--- src/rtl/pause_gate_pkg.sv ---
package pause_gate_pkg;

  typedef enum logic [1:0] {
    ST_RUN      = 2'd0,
    ST_PAUSE_LO = 2'd1,
    ST_PAUSE_HI = 2'd2
  } pause_st_t;

  // Pause state to enter, given the clock level seen when the request arrives.
  function automatic pause_st_t entry_state(input logic clk_lvl);
    return clk_lvl ? ST_PAUSE_HI : ST_PAUSE_LO;
  endfunction

  // Level of the serial clock that the release must match.
  function automatic logic phase_lvl(input pause_st_t st);
    return (st == ST_PAUSE_HI);
  endfunction

  // Release allowed: request withdrawn and clock back at the entry phase.
  function automatic logic release_ok(input pause_st_t st, input logic req_n,
                                      input logic clk_lvl);
    return req_n && (phase_lvl(st) == clk_lvl);
  endfunction

endpackage

--- src/rtl/pg_edge_det.sv ---
module pg_edge_det #(
  parameter bit IDLE_LVL = 1'b0
) (
  input  logic clk,
  input  logic rst_n,
  input  logic lvl,
  output logic rise,
  output logic fall
);
  logic lvl_q;

  // Tracks the pin at all times, paused or not, so no edge is replayed.
  always_ff @(posedge clk or negedge rst_n) begin
    if (!rst_n) lvl_q <= IDLE_LVL;
    else        lvl_q <= lvl;
  end

  assign rise = lvl & ~lvl_q;
  assign fall = ~lvl & lvl_q;
endmodule

--- src/rtl/pg_pause_fsm.sv ---
module pg_pause_fsm
  import pause_gate_pkg::*;
(
  input  logic      clk,
  input  logic      rst_n,
  input  logic      sel_n,
  input  logic      bclk,
  input  logic      pause_n,
  output pause_st_t st_o,
  output logic      paused,
  output logic      release_now,
  output logic      cut
);
  pause_st_t st_q, st_d;

  assign paused      = (st_q != ST_RUN);
  assign release_now = paused && !sel_n && release_ok(st_q, pause_n, bclk);
  assign cut         = paused && sel_n;

  always_comb begin
    st_d = st_q;
    if (sel_n)                 st_d = ST_RUN;
    else if (!paused) begin
      if (!pause_n)            st_d = entry_state(bclk);
    end
    else if (release_now)      st_d = ST_RUN;
  end

  always_ff @(posedge clk or negedge rst_n) begin
    if (!rst_n) st_q <= ST_RUN;
    else        st_q <= st_d;
  end

  assign st_o = st_q;
endmodule

--- src/rtl/pg_out_gate.sv ---
module pg_out_gate (
  input  logic sel_n,
  input  logic pause_n,
  input  logic paused,
  input  logic clk_rise,
  input  logic clk_fall,
  input  logic rd_cmd,
  input  logic cut,
  input  logic opc_seen,
  output logic shift_in_en,
  output logic shift_out_en,
  output logic so_hiz,
  output logic abort,
  output logic keep_wel
);
  logic pass;

  assign pass         = !sel_n && !paused && pause_n;
  assign shift_in_en  = pass && clk_rise;
  assign shift_out_en = pass && clk_fall;
  assign so_hiz       = paused && rd_cmd;
  assign abort        = cut;
  assign keep_wel     = cut && !opc_seen;
endmodule

--- src/rtl/spi_pause_gate.sv ---
module spi_pause_gate
  import pause_gate_pkg::*;
#(
  parameter bit BCLK_IDLE = 1'b0
) (
  input  logic clk,
  input  logic rst_n,
  input  logic sel_n,
  input  logic bclk,
  input  logic pause_n,
  input  logic rd_cmd,
  input  logic opc_seen,
  output logic shift_in_en,
  output logic shift_out_en,
  output logic paused,
  output logic so_hiz,
  output logic abort,
  output logic keep_wel
);
  logic      bclk_rise, bclk_fall;
  logic      release_now, cut;
  pause_st_t pause_st;
  logic      pause_lvl;

  pg_edge_det #(.IDLE_LVL(BCLK_IDLE)) u_edge (
    .clk(clk), .rst_n(rst_n), .lvl(bclk), .rise(bclk_rise), .fall(bclk_fall)
  );

  pg_pause_fsm u_fsm (
    .clk(clk), .rst_n(rst_n), .sel_n(sel_n), .bclk(bclk), .pause_n(pause_n),
    .st_o(pause_st), .paused(paused), .release_now(release_now), .cut(cut)
  );

  assign pause_lvl = phase_lvl(pause_st);

  pg_out_gate u_gate (
    .sel_n(sel_n), .pause_n(pause_n), .paused(paused),
    .clk_rise(bclk_rise), .clk_fall(bclk_fall), .rd_cmd(rd_cmd), .cut(cut),
    .opc_seen(opc_seen), .shift_in_en(shift_in_en), .shift_out_en(shift_out_en),
    .so_hiz(so_hiz), .abort(abort), .keep_wel(keep_wel)
  );
endmodule

--- config.mk ---
export PLATFORM = sky130hd
export DESIGN_NAME = spi_pause_gate
export DESIGN_NICKNAME = d
export VERILOG_FILES = /design/src/rtl/pause_gate_pkg.sv /design/src/rtl/pg_edge_det.sv /design/src/rtl/pg_pause_fsm.sv /design/src/rtl/pg_out_gate.sv /design/src/rtl/spi_pause_gate.sv
export SDC_FILE = /design/constraint.sdc
export NUM_CORES = 1
export LEC_CHECK = 0
export ABC_CLOCK_PERIOD_IN_PS = 1050
export BUFFER_PORTS_ARGS = -buffer_cell sky130_fd_sc_hd__buf_2
export CAP_MARGIN = 5
export CORE_AREA = 4 4 41 43
export CTS_BUF_LIST = sky130_fd_sc_hd__clkbuf_4 sky130_fd_sc_hd__clkbuf_8
export DETAILED_ROUTE_END_ITERATION = 12
export DIE_AREA = 0 0 45 47
export PLACE_DENSITY = 0.37
export SYNTH_ARGS = -nofsm -noshare
export SYNTH_HDL_FRONTEND = slang
export SYNTH_SLANG_ARGS = --single-unit
--- constraint.sdc ---
create_clock -name clk -period 1.05 [get_ports clk]
set_input_delay 0.0525 -clock clk [delete_from_list [all_inputs] [get_ports clk]]
set_output_delay 0.0525 -clock clk [all_outputs]
set_load 0.01 [all_outputs]
# == Word level (Yosys, flattened, before mapping) ==
# Index checks and enable logic that the tools add are counted.
# word_totals
input_bits,7
regBits,3
wordCells,30
# classes
bitwise_logic,4
eq_ne,4
n_mux,5
reduce_logical,15
# op_table
operator,count
logical AND 1 bit,10
2-to-1 mux 2 bit,5
logical NOT 1 bit,3
!= test 3 x 2 -> 1 bit (second input constant),1
!= test 3 bit (second input constant),1
bitwise AND 1 bit,2
== test 2 bit (second input constant),1
inverter 1 bit,2
AND reduction 2 bit,1
nonzero test 2 bit,1
== test 1 bit,1

# == Logic depth before layout (Yosys ltp) ==
# depth
word_depth,7
ltp_mapped,2
ltp_nobuf,2

# == Hierarchy ==
# Synthesis repeated with hierarchy kept, for this count alone.
# unflattened
cells_unflattened,22
area_unflattened_um2,220.2
# modules_own_cells
module,cells_each,seq_area_each_um2,instances,area_each_um2
pg_pause_fsm,14,50.0,1,133.9
pg_out_gate,5,0.0,1,46.3
pg_edge_det,3,25.0,1,40.0

# == Least setup slack after synthesis ==
# Ideal clock, no wire load.
# synth_path
kind,register to output
startpoint,"reg u_fsm.st_q[1], in the netlist u_fsm.st_o[1]"
endpoint,out shift_out_en
arrival_time_ns,1.191
path_slack_ns,-0.193
path_buffers,0
t_required_ns,0.998
stages_incl_launch_ff,3
cell_sequence,dfrtp_1 > or4b_4 > nor3b_2
# synth_between
elab_chain_len,5
# synth_lines
item,line,text
from (decl),pg_pause_fsm.sv:14,"pause_st_t st_q, st_d;"
from (signal assigned),pg_pause_fsm.sv:31,else st_q <= st_d;
nonzero test 2 bit,pg_pause_fsm.sv:16,assign paused = (st_q != ST_RUN);
logical NOT 1 bit,pg_out_gate.sv:18,assign pass = !sel_n && !paused && pause_n;
logical AND 1 bit (2 in a row),pg_out_gate.sv:18,
logical AND 1 bit,pg_out_gate.sv:20,assign shift_out_en = pass && clk_fall;
to (decl),spi_pause_gate.sv:14,"output logic shift_out_en,"
# No other way between the ends.

# == Worst setup path in the final report ==
# layout_path
startpoint,"reg u_fsm.st_q[0], in the netlist u_fsm.st_o[0]"
endpoint,out shift_out_en
# The elaborated chain is that of the path after synthesis.

==> results.cfg <==
[status]
outcome = complete, but fails checks
violations = negative setup slack

[synthesis]
synth_cell_type_count = 13
syn_area_per_cell_um2 = 11.2
ys.flop_type = dfrtp_1
synthCells = 17
seq_area_frac_synth_pct = 39.5
synth-edff-count = 0
synth.largest_area_cell = dfrtp_1
syn_nets = 24
yosys_warnings = 0
yosysMostFrequentCell = dfrtp_1
syn-cell-area_um2 = 190
async_flop_share_pct = 100
synth-seq-cells = 3
yosys-top-cells-count = dfrtp_1, nor2b_1, nor3b_2
synth.area.top_cells = dfrtp_1, nor3b_2, or4b_4
synth_top_area_share_pct = 39.5

[floorplan]
row_count = 13
chipHeight_um = 47
core_area_um2 = 1300
fp.dieW_um = 45
start_util_pct = 14.6
boundaryPins = 13
die_area_um2 = 2120

[timing]
fin_worst_skew_ns = 0.0000124
min_period_ns = 1.54
fin_ws_ns = -0.488
hold_viol_final = 0
setup_violations = 7
fin_setup_tns_ns = -1.99
tightest_slew_ns = 0.176
slew_headroom_pct = 88.2
fin_crit_sh_pct = 146
rsz0062_at_grt = yes
fmax_mhz = 650
final_max_slew_viol_count = 0

[route]
routed_via_density = 4.11
routed_wl_um = 530
drc = 0
detail-route-antenna-nets = 0
vias = 222
drtIter0Drc = 5
first_pass_iters = 2
post_drt_wl_per_cell_um = 9.81

[layout]
fin_area_um2 = 390
multi_input_area_um2 = 141
area_growth_pct = 105
seq_area_um2 = 75.1
nets = 47
finalCoreUtilization_pct = 30.0
drive_above_1_share_pct = 69.2
n_fill_cell = 145
n_antenna_cell = 0

[cts]
htree_levels = 1
clk_latency_ns = 0.23
cts_buffers = 3
cts_tree = yes
cts-root-buf = clkbuf_4
path_clk_slew_ns = 0.04
clockBufferDepth = 2
cts.sinks = 3

[worst_setup_path]
required_ns = 1.00
path_cells = or4b_4, nor3b_4, buf_2
crit_type = reg -> out
endpoint_kind = output port
cpPeakStageDelay_ns = 0.56
arrival_ns = 1.49
cp_slowest_cell = or4b_4
critPathLaunchType = flop
crit_fanout = 2

[power]
p_per_area_nw_per_um2 = 1260
power_uw = 493
leakagePower_nw = 0.199
peakVddDrop_uv = 507

[placed_design]
dpl_cell_area_um2 = 304
hpwl_um = 434
port_buffers = 12
place_congestion = 0.658

[min_path]
hp-class = in -> reg

[global_routing]
grt_pass1_vias = 228
grt_util_all_layers_pct = 6.48
grt_max_degree = 8
grt_pass1_wl_um = 903
antenna_found_initial = 0
overflow = 0

[run]
drv_cap = 0
## metrics by stage
stage	std cells	hold WS [ns]	setup slack [ns]
2_1_floorplan	17	-0.243	-0.184
3_3_place_gp	47	-0.152	-0.255
3_5_place_dp	47	-0.148	-0.266
4_1_cts	54	0.0220	-0.505
5_1_grt	54	0.0249	-0.542
6_report	54	0.0238	-0.488
## registers in the layout, indices dropped and copies added, names as in the netlist
register,flops
u_edge.lvl_q,1
u_fsm.st_o,2
## where the power goes
group	total, mW	switching, mW	internal, mW
registers	0.131	0.00641	0.124
clock network	0.230	0.0613	0.168
logic	0.133	0.0554	0.0775
## final cells by class
class                   instances  share of cell area (%)
multi-input cells              13                    36.2
clock buffers                   4                    7.69
flip-flops and latches          3                    19.2
inverters                       1                   0.962
repair buffers                 18                    31.1
well taps                      15                    4.81
## cell usage in the layout, fill, tap and decap left out
cell type | Yosys | layout
buf_6 | 0 | 3
and2_1 | 1 | 1
or4b_4 | 1 | 1
nor3b_4 | 0 | 2
nor3_2 | 0 | 1
xor2_1 | 1 | 1
clkbuf_4 | 0 | 4
o21ba_1 | 1 | 1
dfrtp_1 | 3 | 3
nor2b_1 | 2 | 2
o21a_4 | 0 | 1
nand2b_1 | 1 | 1
or2_1 | 1 | 1
inv_1 | 1 | 1
dlygate4sd3_1 | 0 | 1
buf_2 | 0 | 11
a221oi_2 | 0 | 1
buf_4 | 0 | 3
## metal layers
metal,wire (um),track usage [%],up-vias
li1,-,-,104
met1,169,5.69,109
met2,309,9.60,9
met3,51,4.21,0
met4,0,7.02,0
met5,0,0,-
## worst max-delay path, delay by kind of cell, from the launching register on
family | cells | cell delay, ns
flops | 1 | 0.37
simple gates | 2 | 0.73
buf+inv | 1 | 0.15
## kinds of logic after synthesis
kind of cell              share of synthesized area (%)
DFF                                                39.5
and+or+nand+nor                                    39.5
xor gates and xnor gates                           4.61
buffers and inverters                              1.97
AOI/OAI and AO/OA                                  14.5
## what timing repair did
action | in CTS | in global routing
setup buffers | 2 | 0
hold endpoints to repair | 3 | 0
endpoints found under the setup margin | 6 | 8
pin swaps | 3 | 2
resized for setup | 5 | 1
gates cloned | 0 | 0
hold buffers | 1 | 0
## path summary, 6_finish.rpt
path	from	end	slack [ns]	depth (start not counted)
setup reg to reg	u_fsm.st_o[0]	u_fsm.st_o[1]	-0.04	4
min in group asynchronous	rst_n	u_edge.lvl_q	0.14	2
hold reg to reg	u_fsm.st_o[0]	u_fsm.st_o[1]	0.76	4
hold / removal	pause_n	u_fsm.st_o[1]	0.02	2
max in group asynchronous	rst_n	u_fsm.st_o[1]	0.80	2
setup / recovery	u_fsm.st_o[0]	shift_out_en	-0.49	3
Power figures use the tool's default switching activity.
